$ cat config.mk
export PLATFORM = sky130hd
export DESIGN_NAME = perf_event_bank
export DESIGN_NICKNAME = d
export VERILOG_FILES = /design/src/rtl/pev_pkg.sv /design/src/rtl/pev_evt_select.sv /design/src/rtl/pev_ctr_slice.sv /design/src/rtl/pev_global_regs.sv /design/src/rtl/perf_event_bank.sv
export SDC_FILE = /design/constraint.sdc
export NUM_CORES = 1
export LEC_CHECK = 0
export BUFFER_PORTS_ARGS = -buffer_cell sky130_fd_sc_hd__buf_2
export CAP_MARGIN = 20
export CORE_AREA = 2 2 251 253
export CTS_CLUSTER_SIZE = 24
export DETAILED_ROUTE_END_ITERATION = 6
export DIE_AREA = 0 0 253 255
export SLEW_MARGIN = 15
export SYNTH_ARGS = -nofsm -noshare
export SYNTH_HDL_FRONTEND = slang
export SYNTH_HIERARCHICAL = 1
export SYNTH_SLANG_ARGS = --single-unit
$ cat constraint.sdc
create_clock -name clk -period 4.33 [get_ports clk]
set_clock_uncertainty 0.05 [all_clocks]
set_input_delay 0.866 -clock clk [delete_from_list [all_inputs] [get_ports clk]]
set_output_delay 0.866 -clock clk [all_outputs]
set_load 0.01 [all_outputs]
$ cat src/rtl/pev_pkg.sv
// Package: configuration field layout and register address helpers shared
// by the counter bank and its checker.
package pev_pkg;
    localparam int CFG_W   = 24;
    localparam int SEL_LSB = 0;
    localparam int SEL_W   = 16;
    localparam int EN_BIT  = 16;
    localparam int USR_BIT = 17;
    localparam int OS_BIT  = 18;
    localparam int IE_BIT  = 19;
    localparam int TH_LSB  = 20;
    localparam int TH_W    = 4;

    // Address of configuration register i.
    function automatic int cfg_addr(input int n_ctr, input int i);
        return n_ctr + i;
    endfunction
    // Address of the global control register.
    function automatic int ctl_addr(input int n_ctr);
        return 2 * n_ctr;
    endfunction
    // Address of the overflow status register.
    function automatic int sts_addr(input int n_ctr);
        return 2 * n_ctr + 1;
    endfunction
    // Address of the status-clear register.
    function automatic int clr_addr(input int n_ctr);
        return 2 * n_ctr + 2;
    endfunction
endpackage

$ cat src/rtl/pev_evt_select.sv
// pev_evt_select: turns one configuration word and the event lanes into
// this cycle's increment. It picks the lane by table match, applies the
// privilege and enable qualifiers, and applies the threshold.
// Assumes: purely combinational, and the lowest table index wins if two
// entries are equal.
module pev_evt_select
    import pev_pkg::*;
#(
    parameter int NUM_SRC = 4,
    parameter int LANE_W  = 3,
    parameter logic [NUM_SRC*SEL_W-1:0] SRC_CODES = '0
) (
    input  logic [CFG_W-1:0]          cfg_i,
    input  logic [NUM_SRC*LANE_W-1:0] lanes_i,
    input  logic                      priv_user_i,
    input  logic                      gate_i,
    output logic [LANE_W-1:0]         inc_o
);
    localparam int CMP_W = (LANE_W > TH_W ? LANE_W : TH_W) + 1;

    logic [LANE_W-1:0] lane_val;
    logic [TH_W-1:0]   thresh;
    logic              mode_ok;
    logic              run;

    // Pick the lane whose table code equals the selector.
    always_comb begin
        lane_val = '0;
        for (int s = NUM_SRC - 1; s >= 0; s--) begin
            if (cfg_i[SEL_LSB +: SEL_W] == SRC_CODES[s*SEL_W +: SEL_W])
                lane_val = lanes_i[s*LANE_W +: LANE_W];
        end
    end

    // Qualify by privilege, local enable, global gate and threshold.
    always_comb begin
        thresh  = cfg_i[TH_LSB +: TH_W];
        mode_ok = priv_user_i ? cfg_i[USR_BIT] : cfg_i[OS_BIT];
        run     = cfg_i[EN_BIT] & gate_i & mode_ok;
        inc_o   = '0;
        if (run) begin
            if (thresh == '0)
                inc_o = lane_val;
            else if (CMP_W'(lane_val) >= CMP_W'(thresh))
                inc_o = LANE_W'(1);
        end
    end
endmodule

$ cat src/rtl/pev_ctr_slice.sv
// pev_ctr_slice: one counter with its configuration register. It accepts
// software writes to either register. A counter write takes priority over
// the increment of the same cycle. It reports a wrap when the addition
// carries out of CTR_W bits.
// Assumes: wr_data is at least CFG_W wide.
module pev_ctr_slice
    import pev_pkg::*;
#(
    parameter int IDX     = 0,
    parameter int NUM_CTR = 4,
    parameter int CTR_W   = 48,
    parameter int ADDR_W  = 4,
    parameter int NUM_SRC = 4,
    parameter int LANE_W  = 3,
    parameter logic [NUM_SRC*SEL_W-1:0] SRC_CODES = '0
) (
    input  logic                      clk,
    input  logic                      rst_n,
    input  logic                      wr_en,
    input  logic [ADDR_W-1:0]         wr_addr,
    input  logic [CTR_W-1:0]          wr_data,
    input  logic                      priv_user,
    input  logic                      gate,
    input  logic [NUM_SRC*LANE_W-1:0] lanes,
    output logic [CTR_W-1:0]          cnt_o,
    output logic [CFG_W-1:0]          cfg_o,
    output logic                      irq_en_o,
    output logic                      wrap_o
);
    logic [CFG_W-1:0]  cfg_q;
    logic [CTR_W-1:0]  cnt_q;
    logic [LANE_W-1:0] inc;
    logic [CTR_W:0]    sum;
    logic              cnt_wr;
    logic              cfg_wr;
    logic [CTR_W-1:0]  wr_hi_unused;

    pev_evt_select #(
        .NUM_SRC  (NUM_SRC),
        .LANE_W   (LANE_W),
        .SRC_CODES(SRC_CODES)
    ) u_sel (
        .cfg_i      (cfg_q),
        .lanes_i    (lanes),
        .priv_user_i(priv_user),
        .gate_i     (gate),
        .inc_o      (inc)
    );

    // Decode writes and form the next count with its carry.
    always_comb begin
        cnt_wr       = wr_en && (wr_addr == ADDR_W'(IDX));
        cfg_wr       = wr_en && (wr_addr == ADDR_W'(cfg_addr(NUM_CTR, IDX)));
        sum          = {1'b0, cnt_q} + (CTR_W + 1)'(inc);
        wrap_o       = !cnt_wr && sum[CTR_W];
        wr_hi_unused = wr_data;
    end

    // Configuration register.
    always_ff @(posedge clk) begin
        if (!rst_n)
            cfg_q <= '0;
        else if (cfg_wr)
            cfg_q <= wr_data[CFG_W-1:0];
    end

    // Count register: a software write wins over counting.
    always_ff @(posedge clk) begin
        if (!rst_n)
            cnt_q <= '0;
        else if (cnt_wr)
            cnt_q <= wr_hi_unused;
        else
            cnt_q <= sum[CTR_W-1:0];
    end

    assign cnt_o    = cnt_q;
    assign cfg_o    = cfg_q;
    assign irq_en_o = cfg_q[IE_BIT];
endmodule

$ cat src/rtl/pev_global_regs.sv
// pev_global_regs: the global per-counter gate register, the sticky
// overflow status with write-one-to-clear, and the registered interrupt
// pulse.
// Assumes: a wrap in the same cycle as a clear of that bit leaves the
// bit set, so no overflow is lost.
module pev_global_regs
    import pev_pkg::*;
#(
    parameter int NUM_CTR = 4,
    parameter int ADDR_W  = 4
) (
    input  logic               clk,
    input  logic               rst_n,
    input  logic               wr_en,
    input  logic [ADDR_W-1:0]  wr_addr,
    input  logic [NUM_CTR-1:0] wr_bits,
    input  logic [NUM_CTR-1:0] wrap,
    input  logic [NUM_CTR-1:0] irq_en,
    output logic [NUM_CTR-1:0] gctl_o,
    output logic [NUM_CTR-1:0] status_o,
    output logic               irq_o
);
    logic [NUM_CTR-1:0] gctl_q;
    logic [NUM_CTR-1:0] status_q;
    logic [NUM_CTR-1:0] clr_mask;
    logic               irq_q;

    // Clear mask is the written bits on a write to the clear register.
    always_comb begin
        clr_mask = (wr_en && wr_addr == ADDR_W'(clr_addr(NUM_CTR))) ? wr_bits : '0;
    end

    // Global gate register.
    always_ff @(posedge clk) begin
        if (!rst_n)
            gctl_q <= '0;
        else if (wr_en && wr_addr == ADDR_W'(ctl_addr(NUM_CTR)))
            gctl_q <= wr_bits;
    end

    // Sticky overflow status; a new wrap wins over a clear.
    always_ff @(posedge clk) begin
        if (!rst_n)
            status_q <= '0;
        else
            status_q <= (status_q & ~clr_mask) | wrap;
    end

    // One-cycle interrupt for wraps of counters that opted in.
    always_ff @(posedge clk) begin
        if (!rst_n)
            irq_q <= 1'b0;
        else
            irq_q <= |(wrap & irq_en);
    end

    assign gctl_o   = gctl_q;
    assign status_o = status_q;
    assign irq_o    = irq_q;
endmodule

$ cat src/rtl/perf_event_bank.sv
// perf_event_bank: top of the event counter bank. It instantiates one slice
// per counter and the global registers, and muxes the register read-back.
// Assumes: CTR_W >= CFG_W and CTR_W >= NUM_CTR. Reads are combinational.
module perf_event_bank
    import pev_pkg::*;
#(
    parameter int NUM_CTR = 4,
    parameter int CTR_W   = 48,
    parameter int NUM_SRC = 4,
    parameter int LANE_W  = 3,
    parameter logic [NUM_SRC*SEL_W-1:0] SRC_CODES =
        {16'h0044, 16'h0133, 16'h0022, 16'h0011},
    localparam int ADDR_W = $clog2(2 * NUM_CTR + 3)
) (
    input  logic                      clk,
    input  logic                      rst_n,
    input  logic                      wr_en,
    input  logic [ADDR_W-1:0]         wr_addr,
    input  logic [CTR_W-1:0]          wr_data,
    input  logic [ADDR_W-1:0]         rd_addr,
    output logic [CTR_W-1:0]          rd_data,
    input  logic                      priv_user,
    input  logic [NUM_SRC*LANE_W-1:0] evt_lanes,
    output logic                      irq_o
);
    logic [CTR_W-1:0]         cnt [NUM_CTR];
    logic [CFG_W-1:0]         cfg [NUM_CTR];
    logic [NUM_CTR*CTR_W-1:0] cnt_flat;
    logic [NUM_CTR-1:0]       irq_en;
    logic [NUM_CTR-1:0]       wrap;
    logic [NUM_CTR-1:0]       gctl;
    logic [NUM_CTR-1:0]       status;

    for (genvar i = 0; i < NUM_CTR; i++) begin : g_slice
        pev_ctr_slice #(
            .IDX      (i),
            .NUM_CTR  (NUM_CTR),
            .CTR_W    (CTR_W),
            .ADDR_W   (ADDR_W),
            .NUM_SRC  (NUM_SRC),
            .LANE_W   (LANE_W),
            .SRC_CODES(SRC_CODES)
        ) u_slice (
            .clk      (clk),
            .rst_n    (rst_n),
            .wr_en    (wr_en),
            .wr_addr  (wr_addr),
            .wr_data  (wr_data),
            .priv_user(priv_user),
            .gate     (gctl[i]),
            .lanes    (evt_lanes),
            .cnt_o    (cnt[i]),
            .cfg_o    (cfg[i]),
            .irq_en_o (irq_en[i]),
            .wrap_o   (wrap[i])
        );
        assign cnt_flat[i*CTR_W +: CTR_W] = cnt[i];
    end

    pev_global_regs #(
        .NUM_CTR(NUM_CTR),
        .ADDR_W (ADDR_W)
    ) u_glob (
        .clk     (clk),
        .rst_n   (rst_n),
        .wr_en   (wr_en),
        .wr_addr (wr_addr),
        .wr_bits (wr_data[NUM_CTR-1:0]),
        .wrap    (wrap),
        .irq_en  (irq_en),
        .gctl_o  (gctl),
        .status_o(status),
        .irq_o   (irq_o)
    );

    // Read-back multiplexer over the register map.
    always_comb begin
        rd_data = '0;
        for (int i = 0; i < NUM_CTR; i++) begin
            if (rd_addr == ADDR_W'(i))
                rd_data = cnt[i];
            if (rd_addr == ADDR_W'(cfg_addr(NUM_CTR, i)))
                rd_data = CTR_W'(cfg[i]);
        end
        if (rd_addr == ADDR_W'(ctl_addr(NUM_CTR)))
            rd_data = CTR_W'(gctl);
        if (rd_addr == ADDR_W'(sts_addr(NUM_CTR)))
            rd_data = CTR_W'(status);
    end
endmodule

* Word level (Yosys, flattened, before mapping) *
Index checks and enable logic that the tools add are counted.

storage, ports and cells
  word-level logic and storage cells = 137
  register bits after elaboration = 297
  input port bits = 72

operators by class
  equal/unequal tests = 34
  $add $sub $neg = 4
  multiplexer cells = 47
  bitwise operators = 12
  reduce and logical (&&, ||, !) cells = 25
  $lt $le $gt $ge = 4

operators by type and width
  kind                                                   number
  2-to-1 mux 48 bit                                      14
  adder 48 x 3 -> 49 bit                                 4
  2-to-1 mux 3 bit                                       24
  equality test 16 x 5 -> 1 bit (second input constant)  4
  equality test 16 x 6 -> 1 bit (second input constant)  4
  equality test 16 x 7 -> 1 bit (second input constant)  4
  equality test 16 x 9 -> 1 bit (second input constant)  4
  equality test 4 x 3 -> 1 bit (second input constant)   8
  logical NOT 4 bit                                      6
  equality test 4 x 2 -> 1 bit (second input constant)   4
  equality test 4 bit (second input constant)            4
  >= comparator 3 x 4 -> 1 bit                           4
  logical AND 1 bit                                      14
  AND 1 bit                                              8
  AND 4 bit                                              2
  equality test 4 x 1 -> 1 bit (second input constant)   2
  2-to-1 mux 1 bit                                       8
  logical NOT 1 bit                                      4
  2-to-1 mux 4 bit                                       1
  inverter 4 bit                                         1
  OR 4 bit                                               1
  OR reduction 4 bit                                     1

* Logic depth before layout (Yosys ltp) *
Gate-level depths: netlist (run 1).

  depth after elaboration = 13
  mapped depth = 19

* Cells and area by module *
The synthesis (run 1) kept the hierarchy.

modules (own cells, without submodules)
  module                                  sequential area each (sq um)  instances  area an instance (sq um)  cells an instance
  pev_ctr_slice (g_slice[1].u_slice ...)  1441.4                        2          3458.3                    433
  pev_ctr_slice (g_slice[3].u_slice)      1441.4                        1          3517.1                    442
  pev_ctr_slice (g_slice[0].u_slice)      1441.4                        1          3494.6                    443
  perf_event_bank                         0.0                           1          2592.5                    428
  pev_evt_select                          0.0                           4          371.6                     55
  pev_global_regs                         180.2                         1          382.9                     44

* Worst setup path after synthesis (run 1) *
Ideal clock, no wire load.

  kind = input to register
  start point = input evt_lanes[5]
  end point = register u_glob.irq_q, in the netlist u_glob/irq_o
  stages on the path = 17
  setup slack = 249 ps
  path buffers = 0
  data arrival time = 3961 ps
  cells stage by stage = o21ai_0 > or3b_1 > a2bb2oi_2 > inv_1 > ha_1 > o21ai_0 > a21oi_1 > o31ai_1 > a31oi_1 > ha_1 > fa_1 > a21oi_2 > nor4_4 > nand3_1 > nor4_1 > a22oi_1 > a21boi_1

on the way
  word-level cells in the longest chain between the ends = 10

RTL lines
  item                                 RTL line               source
  start, declared                      perf_event_bank.sv:23  input logic [NUM_SRC*LANE_W-1:0] evt_lanes,
  2-to-1 mux 3 bit (2 in series)       pev_evt_select.sv:30   if (cfg_i[SEL_LSB +: SEL_W] == SRC_CODES[s*SEL_W +: SEL_W])
  >= comparator 3 x 4 -> 1 bit         pev_evt_select.sv:44   else if (CMP_W'(lane_val) >= CMP_W'(thresh))
  2-to-1 mux 1 bit                     pev_evt_select.sv:44
  2-to-1 mux 3 bit                     pev_evt_select.sv:42   if (thresh == '0)
  2-to-1 mux 3 bit                     pev_evt_select.sv:41   if (run) begin
  named net g_slice[0].u_slice.inc[0]  pev_ctr_slice.sv:32    logic [LANE_W-1:0] inc;
  adder 48 x 3 -> 49 bit               pev_ctr_slice.sv:54    sum = {1'b0, cnt_q} + (CTR_W + 1)'(inc);
  logical AND 1 bit                    pev_ctr_slice.sv:55    wrap_o = !cnt_wr && sum[CTR_W];
  named net wrap[0]                    perf_event_bank.sv:30  logic [NUM_CTR-1:0] wrap;
  AND 4 bit                            pev_global_regs.sv:54  irq_q <= |(wrap & irq_en);
  OR reduction 4 bit                   pev_global_regs.sv:54
  end signal, assigned                 pev_global_regs.sv:54
  end, declared                        pev_global_regs.sv:26  logic irq_q;

The timed path passes the listed nets, and every way through them passes these cells.
A chain may end at the register's enable or synchronous reset.

* Worst setup path after layout (run 1) *
  start point = register g_slice[3].u_slice.cfg_q[14]
  end point = register g_slice[3].u_slice.cnt_q[40]

on the way
  word-level cells in the longest chain between the ends = 11

RTL lines
  item                                 RTL line              source
  start, declared                      pev_ctr_slice.sv:30   logic [CFG_W-1:0] cfg_q;
  start signal, assigned               pev_ctr_slice.sv:64   cfg_q <= wr_data[CFG_W-1:0];
  equality test 16 x 7 -> 1 bit        pev_evt_select.sv:30
  2-to-1 mux 3 bit (3 in series)       pev_evt_select.sv:30
  2-to-1 mux 3 bit (*)                 pev_evt_select.sv:30
  >= comparator 3 x 4 -> 1 bit         pev_evt_select.sv:44
  2-to-1 mux 1 bit                     pev_evt_select.sv:44
  2-to-1 mux 3 bit (*)                 pev_evt_select.sv:42
  2-to-1 mux 3 bit (*)                 pev_evt_select.sv:41
  named net g_slice[3].u_slice.inc[0]  pev_ctr_slice.sv:32
  adder 48 x 3 -> 49 bit (*)           pev_ctr_slice.sv:54
  2-to-1 mux 48 bit (*)                pev_ctr_slice.sv:71   else if (cnt_wr)
  end signal, assigned                 pev_ctr_slice.sv:72   cnt_q <= wr_hi_unused;
  end signal, assigned                 pev_ctr_slice.sv:74   cnt_q <= sum[CTR_W-1:0];
  end, declared                        pev_ctr_slice.sv:31   logic [CTR_W-1:0] cnt_q;

The timed path passes the listed nets; every way through them passes the cells marked *.

==> flow_results.xml, run 1 <==
<?xml version="1.0" encoding="UTF-8"?>
<metrics>
  <group name="outcome">
    <metric name="status" unit="">finished clean</metric>
  </group>
  <group name="power">
    <metric name="pwr_density_cell" unit="nW/um2">306</metric>
    <metric name="netSwitchingPower" unit="mW">1.87</metric>
    <metric name="clock_power_share" unit="">0.474</metric>
    <metric name="p_int" unit="mW">4.86</metric>
    <metric name="power" unit="mW">6.73</metric>
    <metric name="sequentialPowerShare" unit="">0.424</metric>
    <metric name="leakage" unit="nW">7.62</metric>
    <metric name="ir_drop" unit="mV">0.245</metric>
    <metric name="power.switching_fraction" unit="">0.278</metric>
    <metric name="combinationalPowerShare" unit="">0.102</metric>
  </group>
  <group name="synth">
    <metric name="netlist.area_leader.share" unit="">0.323</metric>
    <metric name="synth_flop_cell" unit="">sky130_fd_sc_hd__dfxtp_1</metric>
    <metric name="synth_area" unit="um2">18400</metric>
    <metric name="synth.top_cells.by_area" unit="">sky130_fd_sc_hd__dfxtp_1 (32%), sky130_fd_sc_hd__nand2_1 (7.8%), sky130_fd_sc_hd__a21oi_1 (7.5%)</metric>
    <metric name="synth_warnings" unit="">6</metric>
    <metric name="yosysUniqueCellTypes" unit="">82</metric>
    <metric name="postSynthRegisterBits" unit="">297</metric>
    <metric name="share_of_synthesized_registers_carrying_an_async_set_or_reset" unit="">0</metric>
    <metric name="syn-mean-instance-area" unit="um2">7.53</metric>
    <metric name="postSynthCellCount" unit="">2443</metric>
    <metric name="netlist.top_cell.by_area" unit="">sky130_fd_sc_hd__dfxtp_1</metric>
    <metric name="synth_enable_flop_cells" unit="">0</metric>
    <metric name="synth.yosys.seq_area_share" unit="">0.323</metric>
    <metric name="mappedNetlistNets" unit="">2543</metric>
  </group>
  <group name="detailed_routing">
    <metric name="wire_per_inst" unit="um">22.6</metric>
    <metric name="detailroute.wirelength.met2" unit="um">34500</metric>
    <metric name="detail_route.wirelength" unit="um">77200</metric>
    <metric name="vias_after_detailed_routing" unit="">19778</metric>
    <metric name="remaining_drcs" unit="">0</metric>
    <metric name="dr.first_iter.drc_count" unit="">2178</metric>
    <metric name="first_pass_iters" unit="">6</metric>
    <metric name="met3_length" unit="um">5830</metric>
    <metric name="ant_nets" unit="">0</metric>
    <metric name="topRoutingLayerUsed" unit="">met5</metric>
    <metric name="routed_metal_1_wire_length" unit="um">33000</metric>
    <metric name="viasPerCell" unit="">5.78</metric>
  </group>
  <group name="worst_hold_path">
    <metric name="hold_path_depth" unit="">2</metric>
    <metric name="min_path_type" unit="">register to register</metric>
  </group>
  <group name="timing">
    <metric name="tns" unit="ns">0</metric>
    <metric name="timing.final.crit_period" unit="ns">4.24</metric>
    <metric name="hold_viol_final" unit="">0</metric>
    <metric name="report.final.setup_viol" unit="">0</metric>
    <metric name="slew_headroom" unit="">0.340</metric>
    <metric name="unrepaired_setup_endpoints_after_global_routing" unit="">true</metric>
    <metric name="max_freq" unit="GHz">0.236</metric>
    <metric name="timing.final.crit_share" unit="">0.979</metric>
    <metric name="max_slew.worst_pin.slew" unit="ns">0.987</metric>
    <metric name="max_slew_violation_count" unit="">0</metric>
  </group>
  <group name="setup_path">
    <metric name="crit_cells" unit="">20</metric>
    <metric name="critical_path_peak_fanout" unit="">7</metric>
    <metric name="worst_reg_to_reg_cells" unit="">20</metric>
    <metric name="timing.critical_path.required" unit="ns">4.69</metric>
    <metric name="critPathKind" unit="">register to register</metric>
    <metric name="timing.critical_path.max_delay_family" unit="">simple AND/OR/NAND/NOR gates</metric>
    <metric name="start_kind" unit="">register</metric>
    <metric name="cp-end-kind" unit="">register</metric>
    <metric name="timing.critical_path.slowest_stage_cell" unit="">sky130_fd_sc_hd__or3b_1</metric>
    <metric name="worst_ep_arrival_time" unit="ns">4.60</metric>
    <metric name="timing.critical_path.slowest_cell_delay" unit="ns">0.41</metric>
    <metric name="crit_path_cell_trace" unit="">nor4_4, nand4_2, or3b_1, a2bb2oi_2, inv_1, ha_1, o21ai_1, a21oi_1, o31ai_1, a31oi_1, ha_2, fa_2, a21oi_4, nor4_4, nand3_2, buf_8, buf_8, buf_6, o31ai_2, a31oi_1</metric>
    <metric name="critPathBufInv" unit="">4</metric>
  </group>
  <group name="global_route">
    <metric name="grt_remaining_overflow" unit="">0</metric>
    <metric name="grt_pass1_wl" unit="um">111000</metric>
    <metric name="grt_usage" unit="">0.229</metric>
    <metric name="grt_antenna_before_repair" unit="">4</metric>
    <metric name="grt_max_degree" unit="">105</metric>
    <metric name="via_count_of_the_first_global_routing_pass" unit="">17399</metric>
  </group>
  <group name="cells_and_area">
    <metric name="instances_no_fill" unit="">3420</metric>
    <metric name="final_area" unit="um2">22000</metric>
    <metric name="fin_util" unit="">0.354</metric>
    <metric name="layout-area-overhead-vs-synth" unit="%">19.7</metric>
    <metric name="drive_gt1_frac" unit="">0.163</metric>
    <metric name="final_net_count" unit="">2693</metric>
  </group>
  <group name="floorplan">
    <metric name="floorplan.io_pins" unit="">121</metric>
    <metric name="design.die.area" unit="um2">64500</metric>
    <metric name="fp.coreArea" unit="um2">62200</metric>
    <metric name="die_h" unit="um">255</metric>
    <metric name="die_width" unit="um">253</metric>
    <metric name="std_cell_rows" unit="">92</metric>
    <metric name="start_util" unit="">0.296</metric>
  </group>
  <group name="placement">
    <metric name="hpwlAfterDp" unit="um">56200</metric>
    <metric name="portBuffers" unit="">120</metric>
    <metric name="dpl.cell_count" unit="">3336</metric>
    <metric name="dpl_cell_area" unit="um2">20300</metric>
    <metric name="routabilityCongestion" unit="">0.972</metric>
  </group>
  <group name="clocking">
    <metric name="cts_max_path_buffers" unit="">3</metric>
    <metric name="sink_count" unit="">297</metric>
    <metric name="cts_buffers" unit="">37</metric>
    <metric name="h-tree-depth" unit="">2</metric>
    <metric name="clk_root_buffer_cell" unit="">sky130_fd_sc_hd__clkbuf_16</metric>
    <metric name="post_cts_hold_buffer_count" unit="">0</metric>
    <metric name="worstSkewPairLatency" unit="ns">0.57</metric>
    <metric name="clock_tree_from_tritoncts" unit="">built</metric>
    <metric name="cts.clk_slew.worst_paths" unit="ns">0.06</metric>
  </group>
  <group name="flow_run">
    <metric name="timing.max_cap.violations" unit="">0</metric>
  </group>
</metrics>
-- layer usage --
metal | up-vias | GRT usage
met1 | 9483 | 0.310
li1 | 9288 | -
met5 | - | 0
met4 | 2 | 0.115
met3 | 148 | 0.0288
met2 | 857 | 0.358
-- stage by stage --
stage          hold slack (ns)  worst slack [ns]
3_3_place_gp             0.408            -0.126
2_1_floorplan            0.395             0.249
6_report                 0.418            0.0919
4_1_cts                  0.421          0.000931
5_1_grt                  0.440            -0.156
3_5_place_dp             0.413            -0.205
-- cells in the mapped netlist, types with 48 or more instances --
cell type	count
sky130_fd_sc_hd__nand2_1	382
sky130_fd_sc_hd__dfxtp_1	297
sky130_fd_sc_hd__a21oi_1	275
sky130_fd_sc_hd__o21ai_0	240
sky130_fd_sc_hd__nor2_1	132
sky130_fd_sc_hd__clkbuf_1	110
sky130_fd_sc_hd__nand3_1	88
sky130_fd_sc_hd__xor2_1	71
sky130_fd_sc_hd__a31oi_1	66
sky130_fd_sc_hd__nand4_1	66
sky130_fd_sc_hd__inv_1	52
sky130_fd_sc_hd__a211oi_1	48
-- cells by family (layout without fill, tap and decap cells) --
group / Yosys count / in the layout / share of synthesized area
flops: 297 / 297 / 0.323
buf+inv: 206 / 383 / 0.0477
mux: 24 / 24 / 0.0132
other cells: 0 / 1 / 0
simple gates: 977 / 977 / 0.282
fa+ha+maj: 28 / 28 / 0.0207
xor+xnor: 115 / 115 / 0.0548
compound gates: 796 / 796 / 0.259
-- power groups by stage --
| stage | registers [mW] | clock network, mW | logic, mW |
|---|---|---|---|
| 3_5_place_dp | 2.91 | 0 | 0.653 |
| 5_1_grt | 2.86 | 3.33 | 0.722 |
| 3_3_place_gp | 2.91 | 0 | 0.653 |
| 6_report | 2.85 | 3.19 | 0.687 |
| 2_1_floorplan | 2.89 | 0 | 0.342 |
| 4_1_cts | 2.85 | 3.22 | 0.655 |
-- final timing paths --
| kind | from | endpoint | slack [ns] |
|---|---|---|---|
| min reg2reg | g_slice[2].u_slice/cfg_o[9] | g_slice[2].u_slice/cfg_o[9] | 0.42 |
| max reg2reg | g_slice[3].u_slice/cfg_o[14] | g_slice[3].u_slice/cnt_o[40] | 0.09 |
| max | g_slice[3].u_slice/cfg_o[14] | g_slice[3].u_slice/cnt_o[40] | 0.09 |
| min | g_slice[2].u_slice/cfg_o[9] | g_slice[2].u_slice/cfg_o[9] | 0.42 |
-- placed cells by master, fill, tap and decap left out, drive strengths merged, types with 8 or more instances in the layout --
cell     netlist  layout
or3           45      45
a211oi        50      50
or4           24      24
buf           42     262
xnor2         44      44
ha            24      24
nand2        382     382
nor2         133     133
a2bb2oi       15      15
a21oi        278     278
a31oi         66      66
o221ai         9       9
xor2          71      71
a222oi        24      24
o21ai        243     243
nor3          48      48
inv           54      55
and3          26      26
dfxtp        297     297
o2bb2ai        9       9
mux2i         22      22
o22ai         25      25
nor2b         20      20
nor4          30      30
o31ai         30      30
nand4         77      77
and2          26      26
nand3         92      92
nand2b        28      28
nand4bb        9       9
clkbuf       110      54
clkinv         0       8
-- area by class of cell --
| class | count | area, um2 |
|---|---|---|
| Tap cell | 799 | 1000 |
| Multi-Input combinational cell | 1940 | 11800 |
| Fill cell | 6519 | 40200 |
| Clock buffer | 53 | 1120 |
| Timing Repair Buffer | 263 | 1770 |
| Sequential cell | 297 | 5960 |
| Antenna cell | 1 | 2.50 |
| Inverter | 54 | 203 |
| Clock inverter | 13 | 109 |
-- tightest hold or removal path, delay by kind of cell (launching register included) --
| kind | cells | cell delay, ns |
|---|---|---|
| flip-flops | 1 | 0.31 |
| AND/OR/NAND/NOR | 1 | 0.05 |
| AO/OA/AOI/OAI | 1 | 0.05 |
-- timing repair --
item / 4_1_cts / 5_1_grt
endpoints found under the setup margin: 2 / 81
gates cloned: 0 / 2
pin swaps: 1 / 64
buffers inserted: 0 / 16
gates resized for setup: 0 / 72
-- state kept, by name (all words and copies together) (netlist names) --
register / flops
u_glob/gctl_o: 4
u_glob/irq_o: 1
g_slice.u_slice/cfg_o: 96
u_glob/status_o: 4
g_slice.u_slice/cnt_o: 192
Note: power is estimated with default switching activity, not from simulation.
==> inputs of run 2 (changes only) <==
- CORE_AREA: 2 2 251 253 -> 2 2 245 247
- DIE_AREA: 0 0 253 255 -> 0 0 247 249
- SKIP_CTS_REPAIR_TIMING: not set -> 1
- SYNTH_HIERARCHICAL: 1 -> not set
==> run 2 against run 1 <==
Net effect: the flow now finishes with violations (design-rule violations, negative setup slack); worst hold slack better by 0.0031 ns; clock power is 4% lower; sequential power is essentially flat; flip-flop and latch count unchanged; first-iteration DRC count increased by 13%; critical path depth down 1; synthesized cell count shrank 3.9%; power fell by 3.3%; sequential share of layout area shrank 0.85 points; utilization increased by 3.4 points; combinational power fell by 16%; register-to-register slack got worse by 0.28 ns.
==> flow_results.xml, run 2 <==
<?xml version="1.0" encoding="UTF-8"?>
<metrics>
  <group name="outcome">
    <metric name="status" unit="">complete, but fails checks</metric>
    <metric name="violations" unit="">design-rule violations, negative setup slack</metric>
  </group>
  <group name="placement">
    <metric name="dpl.cell_count" unit="">3290</metric>
    <metric name="routabilityCongestion" unit="">1.01</metric>
    <metric name="dpl_cell_area" unit="um2">20400</metric>
    <metric name="portBuffers" unit="">120</metric>
    <metric name="hpwlAfterDp" unit="um">55700</metric>
    <metric name="place_worst_setup_slack" unit="ns">-0.522</metric>
  </group>
  <group name="clocking">
    <metric name="clock_tree_from_tritoncts" unit="">built</metric>
    <metric name="clk_root_buffer_cell" unit="">sky130_fd_sc_hd__clkbuf_16</metric>
    <metric name="h-tree-depth" unit="">2</metric>
    <metric name="cts_buffers" unit="">35</metric>
    <metric name="cts_max_path_buffers" unit="">3</metric>
    <metric name="cts.clk_slew.worst_paths" unit="ns">0.06</metric>
    <metric name="sink_count" unit="">297</metric>
    <metric name="worstSkewPairLatency" unit="ns">0.54</metric>
  </group>
  <group name="detailed_routing">
    <metric name="dr.first_iter.drc_count" unit="">2456</metric>
    <metric name="viasPerCell" unit="">5.92</metric>
    <metric name="first_pass_iters" unit="">7</metric>
    <metric name="remaining_drcs" unit="">16</metric>
    <metric name="wire_per_inst" unit="um">22.9</metric>
    <metric name="detail_route.wirelength" unit="um">77500</metric>
    <metric name="ant_nets" unit="">0</metric>
    <metric name="vias_after_detailed_routing" unit="">19988</metric>
  </group>
  <group name="synth">
    <metric name="postSynthRegisterBits" unit="">297</metric>
    <metric name="postSynthCellCount" unit="">2348</metric>
    <metric name="synth.yosys.seq_area_share" unit="">0.339</metric>
    <metric name="netlist.area_leader.share" unit="">0.339</metric>
    <metric name="yosysUniqueCellTypes" unit="">70</metric>
    <metric name="share_of_synthesized_registers_carrying_an_async_set_or_reset" unit="">0</metric>
    <metric name="synth.top_cells.by_area" unit="">sky130_fd_sc_hd__dfxtp_1 (34%), sky130_fd_sc_hd__nand2_1 (8.2%), sky130_fd_sc_hd__a21oi_1 (6.2%)</metric>
    <metric name="synth_enable_flop_cells" unit="">0</metric>
    <metric name="netlist.top_cell.by_area" unit="">sky130_fd_sc_hd__dfxtp_1</metric>
    <metric name="synth_area" unit="um2">17500</metric>
    <metric name="synth_warnings" unit="">0</metric>
    <metric name="mappedNetlistNets" unit="">2448</metric>
    <metric name="yosys.cell_count.top_type" unit="">sky130_fd_sc_hd__nand2_1</metric>
    <metric name="post_synth_most_frequent_cells" unit="">sky130_fd_sc_hd__nand2_1 (381), sky130_fd_sc_hd__dfxtp_1 (297), sky130_fd_sc_hd__a21oi_1 (217)</metric>
    <metric name="synth_flop_cell" unit="">sky130_fd_sc_hd__dfxtp_1</metric>
    <metric name="syn-mean-instance-area" unit="um2">7.47</metric>
  </group>
  <group name="global_route">
    <metric name="grt.met1_usage" unit="">0.328</metric>
    <metric name="grt_remaining_overflow" unit="">0</metric>
    <metric name="grt_usage" unit="">0.237</metric>
    <metric name="grt_antenna_before_repair" unit="">9</metric>
    <metric name="grt_max_degree" unit="">111</metric>
    <metric name="grt_pass1_wl" unit="um">113000</metric>
    <metric name="via_count_of_the_first_global_routing_pass" unit="">18250</metric>
    <metric name="grt_busiest_layer" unit="">met2</metric>
    <metric name="gr-usage-met2" unit="">0.363</metric>
    <metric name="groute.layer.met3.usage" unit="">0.0350</metric>
  </group>
  <group name="timing">
    <metric name="worst_hold_slack" unit="ns">0.421</metric>
    <metric name="max_freq" unit="GHz">0.221</metric>
    <metric name="slew_headroom" unit="">0.0797</metric>
    <metric name="tns" unit="ns">-3.58</metric>
    <metric name="hold_viol_final" unit="">0</metric>
    <metric name="timing.final.crit_period" unit="ns">4.52</metric>
    <metric name="max_slew.worst_pin.slew" unit="ns">1.38</metric>
    <metric name="layout_setup_ws" unit="ns">-0.192</metric>
    <metric name="unrepaired_setup_endpoints_after_global_routing" unit="">true</metric>
    <metric name="timing.final.crit_share" unit="">1.04</metric>
    <metric name="max_slew_violation_count" unit="">0</metric>
    <metric name="report.final.setup_viol" unit="">37</metric>
  </group>
  <group name="cells_and_area">
    <metric name="layout-area-overhead-vs-synth" unit="%">29.7</metric>
    <metric name="final_area" unit="um2">22700</metric>
    <metric name="layout_common_cells" unit="">sky130_fd_sc_hd__nand2_1 (378), sky130_fd_sc_hd__dfxtp_1 (281), sky130_fd_sc_hd__buf_4 (221)</metric>
    <metric name="largest_register_ffs" unit="">192</metric>
    <metric name="final_common_cell" unit="">sky130_fd_sc_hd__nand2_1</metric>
    <metric name="fill_cells" unit="">5932</metric>
    <metric name="drive_gt1_frac" unit="">0.224</metric>
    <metric name="final_net_count" unit="">2676</metric>
    <metric name="instances_no_fill" unit="">3379</metric>
  </group>
  <group name="worst_hold_path">
    <metric name="min_path_type" unit="">register to register</metric>
  </group>
  <group name="floorplan">
    <metric name="floorplan.io_pins" unit="">121</metric>
    <metric name="die_h" unit="um">249</metric>
    <metric name="std_cell_rows" unit="">89</metric>
    <metric name="design.die.area" unit="um2">61500</metric>
    <metric name="fp.coreArea" unit="um2">58700</metric>
    <metric name="start_util" unit="">0.299</metric>
    <metric name="die_width" unit="um">247</metric>
  </group>
  <group name="setup_path">
    <metric name="worst_ep_arrival_time" unit="ns">4.93</metric>
    <metric name="cp-end-kind" unit="">register</metric>
    <metric name="rrSetupSlack" unit="ns">-0.19</metric>
    <metric name="start_kind" unit="">register</metric>
    <metric name="critPathKind" unit="">register to register</metric>
    <metric name="timing.critical_path.required" unit="ns">4.73</metric>
    <metric name="critical_path_peak_fanout" unit="">7</metric>
  </group>
  <group name="power">
    <metric name="leakage" unit="nW">8.11</metric>
    <metric name="ir_drop" unit="mV">0.220</metric>
    <metric name="pwr_density_cell" unit="nW/um2">286</metric>
  </group>
  <group name="flow_run">
    <metric name="timing.max_cap.violations" unit="">0</metric>
  </group>
</metrics>
[run 2: changes by cell type in the layout (fill, tap and decap cells not counted), moves of 18 or more]
cell and change:
sky130_fd_sc_hd__a222oi_1 +19, sky130_fd_sc_hd__o21ai_0 -40, sky130_fd_sc_hd__nand4_1 -20, sky130_fd_sc_hd__and4_1 +18
sky130_fd_sc_hd__buf_4 +90, sky130_fd_sc_hd__xnor2_1 +32, sky130_fd_sc_hd__a21oi_1 -61, sky130_fd_sc_hd__a22oi_1 +19
sky130_fd_sc_hd__nand2b_1 -19, sky130_fd_sc_hd__nor2_1 -36, sky130_fd_sc_hd__o22ai_1 -20, sky130_fd_sc_hd__xor2_1 -35
[run 2: where the power goes]
group | internal, mW | total [mW] | leakage (nW) | switching, mW
Clock | 1.81 | 3.07 | 0.564 | 1.26
Combinational | 0.189 | 0.578 | 5.14 | 0.389
Sequential | 2.79 | 2.86 | 2.41 | 0.0753
Total | 4.79 | 6.51 | 8.11 | 1.72
[run 2: area by class of cell]
class / instances / area (um2) / share of cell area
inverter: 50 / 193 / 0.00847
antenna: 4 / 10.0 / 0.000440
tap: 773 / 967 / 0.0425
clock inverter: 8 / 95.1 / 0.00418
clock buffer: 55 / 1060 / 0.0468
timing repair buffer: 374 / 2760 / 0.121
multi-input combinational: 1818 / 11700 / 0.514
sequential: 297 / 5970 / 0.262
[run 2: path summary, 6_finish.rpt]
kind                                  endpoint  cells past startpoint                         start
setup / recovery  g_slice[2].u_slice.cnt_o[44]                     19  g_slice[2].u_slice.cfg_o[13]
hold / removal    g_slice[0].u_slice.cfg_o[21]                      2  g_slice[0].u_slice.cfg_o[21]
setup reg to reg  g_slice[2].u_slice.cnt_o[44]                     19  g_slice[2].u_slice.cfg_o[13]
hold reg to reg   g_slice[0].u_slice.cfg_o[21]                      2  g_slice[0].u_slice.cfg_o[21]
[run 2: kinds of logic (layout without fill, tap and decap cells)]
group,after synthesis,in the layout,share of synthesized area
and+or+nand+nor,957,958,0.275
AOI/OAI and AO/OA,702,702,0.248
DFF,297,297,0.339
buffers and inverters,234,487,0.0510
xor gates and xnor gates,116,116,0.0580
adders and majority gates,28,28,0.0217
muxes,14,14,0.00799
other,0,4,0
[run 2: layer usage]
metal  up-vias  routed length [um]
met4         0                3940
li1       9144                   -
met2      1066               34000
met1      9582               32400
met5         -                   0
met3       196                7150
[run 2: worst max-delay path, cell delays in order, from the launching register on]
cell                        delay, ns
sky130_fd_sc_hd__dfxtp_2         0.32
sky130_fd_sc_hd__nor4_2          0.25
sky130_fd_sc_hd__buf_4           0.19
sky130_fd_sc_hd__and3_4          0.18
sky130_fd_sc_hd__or3b_4          0.39
sky130_fd_sc_hd__o2bb2ai_4       0.16
sky130_fd_sc_hd__ha_4            0.27
sky130_fd_sc_hd__nand2b_4        0.11
sky130_fd_sc_hd__a21oi_2         0.05
sky130_fd_sc_hd__nor2b_1         0.10
sky130_fd_sc_hd__o31ai_1         0.07
sky130_fd_sc_hd__a21oi_1         0.16
sky130_fd_sc_hd__ha_2            0.21
sky130_fd_sc_hd__inv_2           0.04
sky130_fd_sc_hd__fa_2            0.42
sky130_fd_sc_hd__nor2b_4         0.17
sky130_fd_sc_hd__o2111ai_4       0.17
sky130_fd_sc_hd__or3_4           0.43
sky130_fd_sc_hd__or4_1           0.50
sky130_fd_sc_hd__a31oi_1         0.19
[run 2: stage by stage]
step	util	power, mW
after floorplan	-	3.17
after global routing	0.388	6.66
after detailed placement	0.348	3.46
after CTS	0.367	6.49
final	0.388	6.51
after global placement	0.348	3.45
